### src/rtl/instr_dec_pkg.sv
package instr_dec_pkg;
  localparam int INSTR_W = 32;
  localparam int OPC_W   = 6;
  localparam int RADDR_W = 5;
  localparam int FUNC_W  = 11;
  localparam int IMM_W   = 16;
  localparam int JOFS_W  = 26;

  typedef enum logic [3:0] {
    ALU_ADD = 4'd0, ALU_SUB = 4'd1, ALU_AND = 4'd2, ALU_OR  = 4'd3,
    ALU_XOR = 4'd4, ALU_SLL = 4'd5, ALU_SRL = 4'd6, ALU_SNE = 4'd7,
    ALU_SLE = 4'd8, ALU_SGE = 4'd9
  } alu_op_e;

  typedef enum logic [1:0] {
    BR_NONE = 2'd0, BR_ZERO = 2'd1, BR_NONZERO = 2'd2
  } br_kind_e;

  typedef enum logic [1:0] {
    DST_NONE = 2'd0, DST_FB = 2'd1, DST_FC = 2'd2, DST_LINK = 2'd3
  } dst_sel_e;

  // opcodes
  localparam logic [OPC_W-1:0] OP_REG  = 6'h00;
  localparam logic [OPC_W-1:0] OP_J    = 6'h02;
  localparam logic [OPC_W-1:0] OP_JAL  = 6'h03;
  localparam logic [OPC_W-1:0] OP_BZ   = 6'h04;
  localparam logic [OPC_W-1:0] OP_BNZ  = 6'h05;
  localparam logic [OPC_W-1:0] OP_ADDI = 6'h08;
  localparam logic [OPC_W-1:0] OP_SUBI = 6'h0a;
  localparam logic [OPC_W-1:0] OP_ANDI = 6'h0c;
  localparam logic [OPC_W-1:0] OP_ORI  = 6'h0d;
  localparam logic [OPC_W-1:0] OP_XORI = 6'h0e;
  localparam logic [OPC_W-1:0] OP_SLLI = 6'h14;
  localparam logic [OPC_W-1:0] OP_NOP  = 6'h15;
  localparam logic [OPC_W-1:0] OP_SRLI = 6'h16;
  localparam logic [OPC_W-1:0] OP_SNEI = 6'h19;
  localparam logic [OPC_W-1:0] OP_SLEI = 6'h1c;
  localparam logic [OPC_W-1:0] OP_SGEI = 6'h1d;
  localparam logic [OPC_W-1:0] OP_LD   = 6'h23;
  localparam logic [OPC_W-1:0] OP_ST   = 6'h2b;

  // function values for register-register words
  localparam logic [FUNC_W-1:0] FN_ADD = 11'h020;
  localparam logic [FUNC_W-1:0] FN_SUB = 11'h022;
  localparam logic [FUNC_W-1:0] FN_AND = 11'h024;
  localparam logic [FUNC_W-1:0] FN_OR  = 11'h025;
  localparam logic [FUNC_W-1:0] FN_XOR = 11'h026;
  localparam logic [FUNC_W-1:0] FN_SLL = 11'h004;
  localparam logic [FUNC_W-1:0] FN_SRL = 11'h006;
  localparam logic [FUNC_W-1:0] FN_SNE = 11'h029;
  localparam logic [FUNC_W-1:0] FN_SLE = 11'h02c;
  localparam logic [FUNC_W-1:0] FN_SGE = 11'h02d;

  typedef struct packed {
    alu_op_e  alu_op;
    logic     use_imm;
    logic     writes;
    dst_sel_e dst_sel;
    logic     mem_rd;
    logic     mem_wr;
    br_kind_e br;
    logic     jump;
    logic     link;
    logic     zext;
  } ctrl_t;

  localparam ctrl_t CTRL_IDLE = '{alu_op: ALU_ADD, use_imm: 1'b0, writes: 1'b0,
                                  dst_sel: DST_NONE, mem_rd: 1'b0, mem_wr: 1'b0,
                                  br: BR_NONE, jump: 1'b0, link: 1'b0, zext: 1'b0};
endpackage

### src/rtl/idec_fields.sv
module idec_fields
  import instr_dec_pkg::*;
(
  input  logic [INSTR_W-1:0] instr_i,
  output logic [OPC_W-1:0]   opcode_o,
  output logic [RADDR_W-1:0] fa_o,
  output logic [RADDR_W-1:0] fb_o,
  output logic [RADDR_W-1:0] fc_o,
  output logic [FUNC_W-1:0]  func_o
);
  localparam int OPC_LSB = INSTR_W - OPC_W;
  localparam int FA_LSB  = OPC_LSB - RADDR_W;
  localparam int FB_LSB  = FA_LSB - RADDR_W;
  localparam int FC_LSB  = FB_LSB - RADDR_W;

  assign opcode_o = instr_i[INSTR_W-1 -: OPC_W];
  assign fa_o     = instr_i[FA_LSB +: RADDR_W];
  assign fb_o     = instr_i[FB_LSB +: RADDR_W];
  assign fc_o     = instr_i[FC_LSB +: RADDR_W];
  assign func_o   = instr_i[FUNC_W-1:0];
endmodule

### src/rtl/idec_ctrl.sv
module idec_ctrl
  import instr_dec_pkg::*;
(
  input  logic [OPC_W-1:0]  opcode_i,
  input  logic [FUNC_W-1:0] func_i,
  output ctrl_t             ctrl_o
);
  ctrl_t   c;
  alu_op_e reg_op;
  logic    reg_known;

  // register-register function decode
  always_comb begin
    reg_known = 1'b1;
    reg_op    = ALU_ADD;
    unique case (func_i)
      FN_ADD:  reg_op = ALU_ADD;
      FN_SUB:  reg_op = ALU_SUB;
      FN_AND:  reg_op = ALU_AND;
      FN_OR:   reg_op = ALU_OR;
      FN_XOR:  reg_op = ALU_XOR;
      FN_SLL:  reg_op = ALU_SLL;
      FN_SRL:  reg_op = ALU_SRL;
      FN_SNE:  reg_op = ALU_SNE;
      FN_SLE:  reg_op = ALU_SLE;
      FN_SGE:  reg_op = ALU_SGE;
      default: reg_known = 1'b0;
    endcase
  end

  // opcode decode
  always_comb begin
    c = CTRL_IDLE;
    unique case (opcode_i)
      OP_REG: begin
        c.dst_sel = DST_FC;
        if (reg_known) begin
          c.alu_op = reg_op;
          c.writes = 1'b1;
        end
      end
      OP_ADDI, OP_SUBI, OP_ANDI, OP_ORI, OP_XORI,
      OP_SLLI, OP_SRLI, OP_SNEI, OP_SLEI, OP_SGEI: begin
        c.use_imm = 1'b1;
        c.writes  = 1'b1;
        c.dst_sel = DST_FB;
        unique case (opcode_i)
          OP_SUBI: c.alu_op = ALU_SUB;
          OP_ANDI: c.alu_op = ALU_AND;
          OP_ORI:  c.alu_op = ALU_OR;
          OP_XORI: c.alu_op = ALU_XOR;
          OP_SLLI: c.alu_op = ALU_SLL;
          OP_SRLI: c.alu_op = ALU_SRL;
          OP_SNEI: c.alu_op = ALU_SNE;
          OP_SLEI: c.alu_op = ALU_SLE;
          OP_SGEI: c.alu_op = ALU_SGE;
          default: c.alu_op = ALU_ADD;
        endcase
        c.zext = (opcode_i == OP_ANDI) || (opcode_i == OP_ORI) ||
                 (opcode_i == OP_XORI) || (opcode_i == OP_SLLI) ||
                 (opcode_i == OP_SRLI);
      end
      OP_LD: begin
        c.use_imm = 1'b1;
        c.writes  = 1'b1;
        c.dst_sel = DST_FB;
        c.mem_rd  = 1'b1;
      end
      OP_ST: begin
        c.use_imm = 1'b1;
        c.mem_wr  = 1'b1;
      end
      OP_BZ:   c.br = BR_ZERO;
      OP_BNZ:  c.br = BR_NONZERO;
      OP_J:    c.jump = 1'b1;
      OP_JAL: begin
        c.jump    = 1'b1;
        c.link    = 1'b1;
        c.writes  = 1'b1;
        c.dst_sel = DST_LINK;
      end
      default: c = CTRL_IDLE;
    endcase
  end

  assign ctrl_o = c;
endmodule

### src/rtl/idec_imm.sv
module idec_imm
  import instr_dec_pkg::*;
#(
  parameter int DATA_W = 32
) (
  input  logic [JOFS_W-1:0] raw_i,
  input  logic              zext_i,
  output logic [DATA_W-1:0] imm_o,
  output logic [DATA_W-1:0] jofs_o
);
  localparam int IMM_PAD  = DATA_W - IMM_W;
  localparam int JOFS_PAD = DATA_W - JOFS_W;

  logic imm_fill;
  assign imm_fill = raw_i[IMM_W-1] & ~zext_i;
  assign imm_o    = {{IMM_PAD{imm_fill}}, raw_i[IMM_W-1:0]};
  assign jofs_o   = {{JOFS_PAD{raw_i[JOFS_W-1]}}, raw_i};
endmodule

### src/rtl/instr_decoder.sv
module instr_decoder
  import instr_dec_pkg::*;
#(
  parameter int DATA_W   = 32,
  parameter int LINK_REG = 31
) (
  input  logic [31:0]     instr_i,
  output logic [5:0]      opcode_o,
  output logic [4:0]      src_a_o,
  output logic [4:0]      src_b_o,
  output logic [4:0]      src_c_o,
  output logic [10:0]     func_o,
  output logic [4:0]      dest_o,
  output logic [DATA_W-1:0] imm_o,
  output logic [DATA_W-1:0] jofs_o,
  output logic [3:0]      alu_op_o,
  output logic            use_imm_o,
  output logic            reg_we_o,
  output logic            mem_rd_o,
  output logic            mem_wr_o,
  output logic [1:0]      branch_o,
  output logic            jump_o,
  output logic            link_o
);
  localparam logic [RADDR_W-1:0] LINK_ADDR = RADDR_W'(LINK_REG);

  logic [OPC_W-1:0]   opc;
  logic [RADDR_W-1:0] fa, fb, fc;
  logic [FUNC_W-1:0]  fn;
  ctrl_t              ctl;
  logic [RADDR_W-1:0] dst;

  idec_fields u_fields (
    .instr_i (instr_i),
    .opcode_o(opc),
    .fa_o    (fa),
    .fb_o    (fb),
    .fc_o    (fc),
    .func_o  (fn)
  );

  idec_ctrl u_ctrl (
    .opcode_i(opc),
    .func_i  (fn),
    .ctrl_o  (ctl)
  );

  idec_imm #(.DATA_W(DATA_W)) u_imm (
    .raw_i (instr_i[JOFS_W-1:0]),
    .zext_i(ctl.zext),
    .imm_o (imm_o),
    .jofs_o(jofs_o)
  );

  always_comb begin
    unique case (ctl.dst_sel)
      DST_FB:   dst = fb;
      DST_FC:   dst = fc;
      DST_LINK: dst = LINK_ADDR;
      default:  dst = '0;
    endcase
  end

  assign opcode_o  = opc;
  assign src_a_o   = fa;
  assign src_b_o   = fb;
  assign src_c_o   = fc;
  assign func_o    = fn;
  assign dest_o    = dst;
  assign alu_op_o  = ctl.alu_op;
  assign use_imm_o = ctl.use_imm;
  assign reg_we_o  = ctl.writes & (dst != '0);
  assign mem_rd_o  = ctl.mem_rd;
  assign mem_wr_o  = ctl.mem_wr;
  assign branch_o  = ctl.br;
  assign jump_o    = ctl.jump;
  assign link_o    = ctl.link;
endmodule

### config.mk
export PLATFORM = sky130hd
export DESIGN_NAME = instr_decoder
export DESIGN_NICKNAME = d
export VERILOG_FILES = /design/src/rtl/instr_dec_pkg.sv /design/src/rtl/idec_fields.sv /design/src/rtl/idec_ctrl.sv /design/src/rtl/idec_imm.sv /design/src/rtl/instr_decoder.sv
export SDC_FILE = /design/constraint.sdc
export NUM_CORES = 1
export LEC_CHECK = 0
export BUFFER_PORTS_ARGS = -buffer_cell sky130_fd_sc_hd__buf_2
export CORE_MARGIN = 2
export CORE_UTILIZATION = 33
export DETAILED_ROUTE_END_ITERATION = 10
export PLACE_DENSITY = 0.8
export SYNTH_ARGS = -nofsm -noshare
export SYNTH_HDL_FRONTEND = slang
export SYNTH_SLANG_ARGS = --single-unit
### constraint.sdc
create_clock -name vclk -period 2
set_input_delay 0.4 -clock vclk [all_inputs]
set_output_delay 0.4 -clock vclk [all_outputs]
set_load 0.005 [all_outputs]
## Yosys cells after proc, flatten, opt, wreduce, memory -nomap -nowiden

Memories as Yosys holds them, arrays and structs flattened.
Index checks and enable logic that the tools add are counted.

| storage, ports and cells | value |
|---|---|
| register bits after elaboration | 0 |
| bits in read-only memories | 128 |
| input bits | 32 |
| output and inout port bits | 113 |
| logic and storage cells | 59 |
| memories kept | 1 |

| operators by class | value |
|---|---|
| eq/ne operators | 29 |
| muxes and demuxes | 15 |
| bitwise operators | 3 |
| reduce and logical (&&, ||, !) cells | 11 |

Memory list:

| memory | words | bits a word | rd ports | clocked after Yosys merged registers in | write ports | RTL line | text |
|---|---|---|---|---|---|---|---|
| (no name shown) | 32 | 4 | 1 | 0 | 0 | idec_ctrl.sv:47 | `unique case (opcode_i)` |

Operator list:

| kind | count |
|---|---|
| == test 11 x 6 -> 1 bit, second input constant | 8 |
| case mux 4 bit (9 select lines) | 1 |
| == test 6 x 4 -> 1 bit, second input constant | 5 |
| == test 6 x 5 -> 1 bit, second input constant | 5 |
| == test 11 x 3 -> 1 bit, second input constant | 2 |
| OR reduction 10 bit | 2 |
| case mux 5 bit (3 select lines) | 1 |
| == test 6 x 2 -> 1 bit, second input constant | 2 |
| == test 6 x 3 -> 1 bit, second input constant | 2 |
| == test 6 bit, second input constant | 2 |
| OR reduction 12 bit | 1 |
| OR reduction 11 bit | 1 |
| case mux 3 bit (3 select lines) | 1 |
| 2-to-1 mux 1 bit | 8 |
| 2-to-1 mux 4 bit | 2 |
| case mux 4 bit (2 select lines) | 1 |
| logical NOT 6 bit | 1 |
| nonzero test 5 bit | 1 |
| == test 2 bit, second input constant | 2 |
| logical OR 1 bit | 4 |
| case mux 2 bit (2 select lines) | 1 |
| bitwise AND 1 bit | 2 |
| == test 2 x 1 -> 1 bit, second input constant | 1 |
| OR reduction 2 bit | 1 |
| NOT 1 bit | 1 |

## Depth between registers and ports, before layout

| logic depth | value |
|---|---|
| word-level depth | 9 |
| depth in mapped cells | 6 |
| depth with buffers taken out | 5 |

## Modules after synthesis

From an unflattened synthesis, not the netlist that was laid out.

| unflattened totals | value |
|---|---|
| cells, all modules | 190 |
| area total of the unflattened synthesis | 1,338.8 µm² |

By module, submodules not included:

| module | times used | cells an instance | area each (µm²) | sequential area each (µm²) |
|---|---|---|---|---|
| idec_ctrl | 1 | 75 | 509.2 | 0.0 |
| idec_imm | 1 | 65 | 494.2 | 0.0 |
| idec_fields | 1 | 32 | 240.2 | 0.0 |
| instr_decoder | 1 | 18 | 95.1 | 0.0 |

## Worst setup path before layout

No wires, ideal clock.

| timing | value |
|---|---|
| path type | input port to output port |
| start | input instr_i[28] |
| end | output reg_we_o |
| arrival time | 1,639 ps |
| data required time | 1,600 ps |
| slack | -39 ps |
| cell stages on the path | 6 |
| buffers on the path | 1 |
| cell sequence | buf_2 > or3_1 > o2bb2ai_1 > nor2_4 > o21ai_2 > o41a_1 |

| between the ends | value |
|---|---|
| word-level cells in the longest chain between the ends | 7 |
| elaborated cells between the ends (all ways) | 21 |
| classes of those cells | eq/ne (15); mux (2); bitwise (1); reduce/logical (3) |

RTL lines:

| element | RTL line | text |
|---|---|---|
| start: declaration | instr_decoder.sv:7 | `input logic [31:0] instr_i,` |
| == test 6 bit (tied with other cells) | idec_ctrl.sv:34 | `unique case (opcode_i)` |
| OR reduction 11 bit (no line) | -- |  |
| case mux 3 bit (3 select lines) * | idec_ctrl.sv:34 |  |
| == test 2 bit or == test 2 x 1 -> 1 bit (tied branches) | instr_decoder.sv:56 | `unique case (ctl.dst_sel)` |
| case mux 5 bit (3 select lines) * | instr_decoder.sv:56 |  |
| net dest_o[1] | instr_decoder.sv:13 | `output logic [4:0] dest_o,` |
| nonzero test 5 bit * | instr_decoder.sv:72 | `assign reg_we_o = ctl.writes & (dst != '0);` |
| bitwise AND 1 bit * | instr_decoder.sv:72 |  |
| end: declaration | instr_decoder.sv:18 | `output logic reg_we_o,` |

The timed path passes the listed nets; every way through them passes the cells marked *.

## Final worst setup path

| timing | value |
|---|---|
| start | input instr_i[26] |
| end | output reg_we_o |

| between the ends | value |
|---|---|
| word-level cells in the longest chain between the ends | 7 |
| elaborated cells between the ends (all ways) | 21 |
| classes of those cells | eq/ne (15); mux (2); bitwise (1); reduce/logical (3) |

RTL lines:

| element | RTL line |
|---|---|
| == test 6 bit (tied with other cells) | idec_ctrl.sv:34 |
| OR reduction 11 bit (no line) | -- |
| case mux 3 bit (3 select lines) * | idec_ctrl.sv:34 |
| == test 2 bit or == test 2 x 1 -> 1 bit (tied branches) | instr_decoder.sv:56 |
| case mux 5 bit (3 select lines) | instr_decoder.sv:56 |
| nonzero test 5 bit | instr_decoder.sv:72 |
| bitwise AND 1 bit * | instr_decoder.sv:72 |

Mark *: on every way between the ends. The rest lies on a longest branch, timed or not.

==> out/metrics.yaml <==
overflow: 0
crit_path_max_fanout: 6
max_freq_mhz: 452
p_sw_share_pct: 48.5
wire_per_inst_um: 11.0
setup_viol: 10
power_density_nw_per_um2: 200
gr-usage-all-layers_pct: 11.6
ir_drop_uv: 85.6
worstMarginPinSlew_ns: 0.367
clkPwrFrac_pct: 0
drt_wl_total_mm: 3.20
dp.cells: 288
syn_inst: 197
nets: 276
cap_violations: 0
num-fill-cells: 423
crit_arrival_ns: 1.81
nClkBuffers: 0
die_width_um: 67.8
initial_core_util_pct: 34.0
setup_slack_ns: -0.212
vias: 1323
seq_area_sq_um: 0
first_iter_violations: 11
syn_area_sq_um: 1340
finalCriticalPeriod_ns: 2.21
instances_no_fill: 292
syn_nets: 229
postLayoutCoreUtil_pct: 39.7
power.switching_uw: 152
place_congestion: 0.878
drc: 0
violations: "setup timing"
port_buffers: 124
outcome: "complete, but fails checks"
seq_cell_count: 0
dr.pass1.iters: 4
hold_path_class: "in -> out"
core_area_sq_um: 3940
drive_gt1_share_pct: 70.7
cp-start-kind: "input port"
dp_hpwl_mm: 2.75
internal_power_uw: 161
slew_headroom_pct: 75.2
grt_first_pass_wirelength_mm: 4.36
viasPerCell: 4.53
finalHoldViolCount: 0
grt_max_degree: 17
place_ws_ns: -0.395
fin_area_sq_um: 1570
syn_avg_cell_area_sq_um: 6.81
pwr-share-comb_pct: 100.0
synth.distinct_cells: 39
p_leak_uw: 0.000852
setup.worst_path.class: "in -> out"
min_period_over_period_pct: 111
crit_path_end_kind: "output port"
die_area_sq_um: 4590
antenna_found_initial: 0
seq_area_frac_synth_pct: 0
worstPathRequired_ns: 1.60
timing_max_transition_violations_final: 0
seqPwrFrac_pct: 0
ctsHoldBuffers: 0
synth-warning-count: 0
die_y_um: 67.8
grt_pass1_vias: 984
ios: 145
area_delta_synth_final_pct: 16.8
ant_nets: 0
place_area_sq_um: 1450
diodes: 0
std_cell_rows: 23
rsz0062_at_grt: "yes"
==> repair_timing <==
action                     4_1_cts  5_1_grt
buffers inserted                 4        0
resized for setup               21        5
setup endpoints to repair       10       28
pin swaps                       11        2
==> worst max-delay path: stages <==
cell      delay [ns]
buf_2           0.15
nor4bb_1        0.13
a211o_1         0.31
o21ai_0         0.22
o21ai_2         0.10
o41a_1          0.37
buf_2           0.13
==> cells in the mapped netlist, types with 2 or more instances <==
| cell | count | area [sq um] |
|---|---|---|
| buf_4 | 96 | 721 |
| nand2_1 | 11 | 41.3 |
| nor2_1 | 11 | 41.3 |
| o21ai_0 | 9 | 45.0 |
| inv_1 | 6 | 22.5 |
| a21oi_1 | 5 | 25.0 |
| buf_2 | 5 | 25.0 |
| o22ai_1 | 5 | 31.3 |
| nor3_1 | 4 | 20.0 |
| a31oi_1 | 3 | 18.8 |
| nand3_1 | 3 | 15.0 |
| nor2b_1 | 3 | 18.8 |
| a22oi_1 | 2 | 15.0 |
| a32oi_1 | 2 | 17.5 |
| and2_1 | 2 | 12.5 |
| mux2i_1 | 2 | 20.0 |
| nor2_4 | 2 | 22.5 |
| nor4_1 | 2 | 12.5 |
| nor4bb_1 | 2 | 20.0 |
| o21ai_2 | 2 | 17.5 |
| or2_2 | 2 | 12.5 |
==> through the flow <==
stage                     hold WS, ns  total power [uW]  setup TNS, ns
after floorplan                 0.881               260              0
after global placement          0.800               291          -1.75
after detailed placement        0.800               295          -2.12
after CTS                       0.800               315          -1.42
after global routing            0.800               349          -2.02
final                           0.800               313          -1.34
==> power by group through the flow <==
stage	clock network [uW]	logic [uW]	registers (uW)
finish	0	313	0
global route	0	349	0
CTS	0	315	0
detailed placement	0	295	0
global placement	0	291	0
floorplan	0	260	0
==> cell type report <==
| class | instances | area (sq um) | area share (%) |
|---|---|---|---|
| multi-input combinational | 88 | 632 | 40.3 |
| inverter | 6 | 22.5 | 1.44 |
| timing repair buffer | 148 | 850 | 54.2 |
| tap | 50 | 62.6 | 3.99 |
==> layout by cell type, fill, tap and decap left out, types with 2 or more instances in the layout <==
cell type,netlist,final
inv_1,6,4
mux2i_1,2,2
nor4_1,2,2
o21ai_1,1,2
o21ai_2,2,5
nor3_1,4,3
buf_2,5,120
nor2b_1,3,3
o21ai_0,9,5
buf_4,96,21
nor2_4,2,2
a22oi_1,2,2
o22ai_2,0,3
a31oi_1,3,3
nor4bb_1,2,2
a21oi_1,5,5
nor2_1,11,10
buf_6,1,5
inv_2,0,2
o22ai_1,5,2
nand3_1,3,2
or2_2,2,2
nand2_1,11,11
and2_1,2,2
a32oi_1,2,2
==> metal layers <==
metal  share of wire [%]  up-vias  global-route usage, %
li1                    -      664                      -
met1                  39      597                   14.5
met2                  52       60                   22.9
met3                 8.3        2                  0.333
met4               0.062        0                  0.510
met5                   0        -                      0
==> path summary, 6_finish.rpt <==
check | end | start | slack [ns] | depth (start not counted)
setup / recovery | reg_we_o | instr_i[26] | -0.21 | 7
hold / removal | jofs_o[23] | instr_i[23] | 0.80 | 0
==> kinds of logic (layout without fill, tap and decap cells) <==
kind of cell	Yosys count	after routing	share of synthesized area (%)
AOI/OAI and AO/OA	37	37	18.4
xor gates and xnor gates	1	1	0.653
buffers and inverters	109	154	58.4
muxes	2	2	1.49
and+or+nand+nor	48	48	21.1
(Power assumes the default switching activity.)
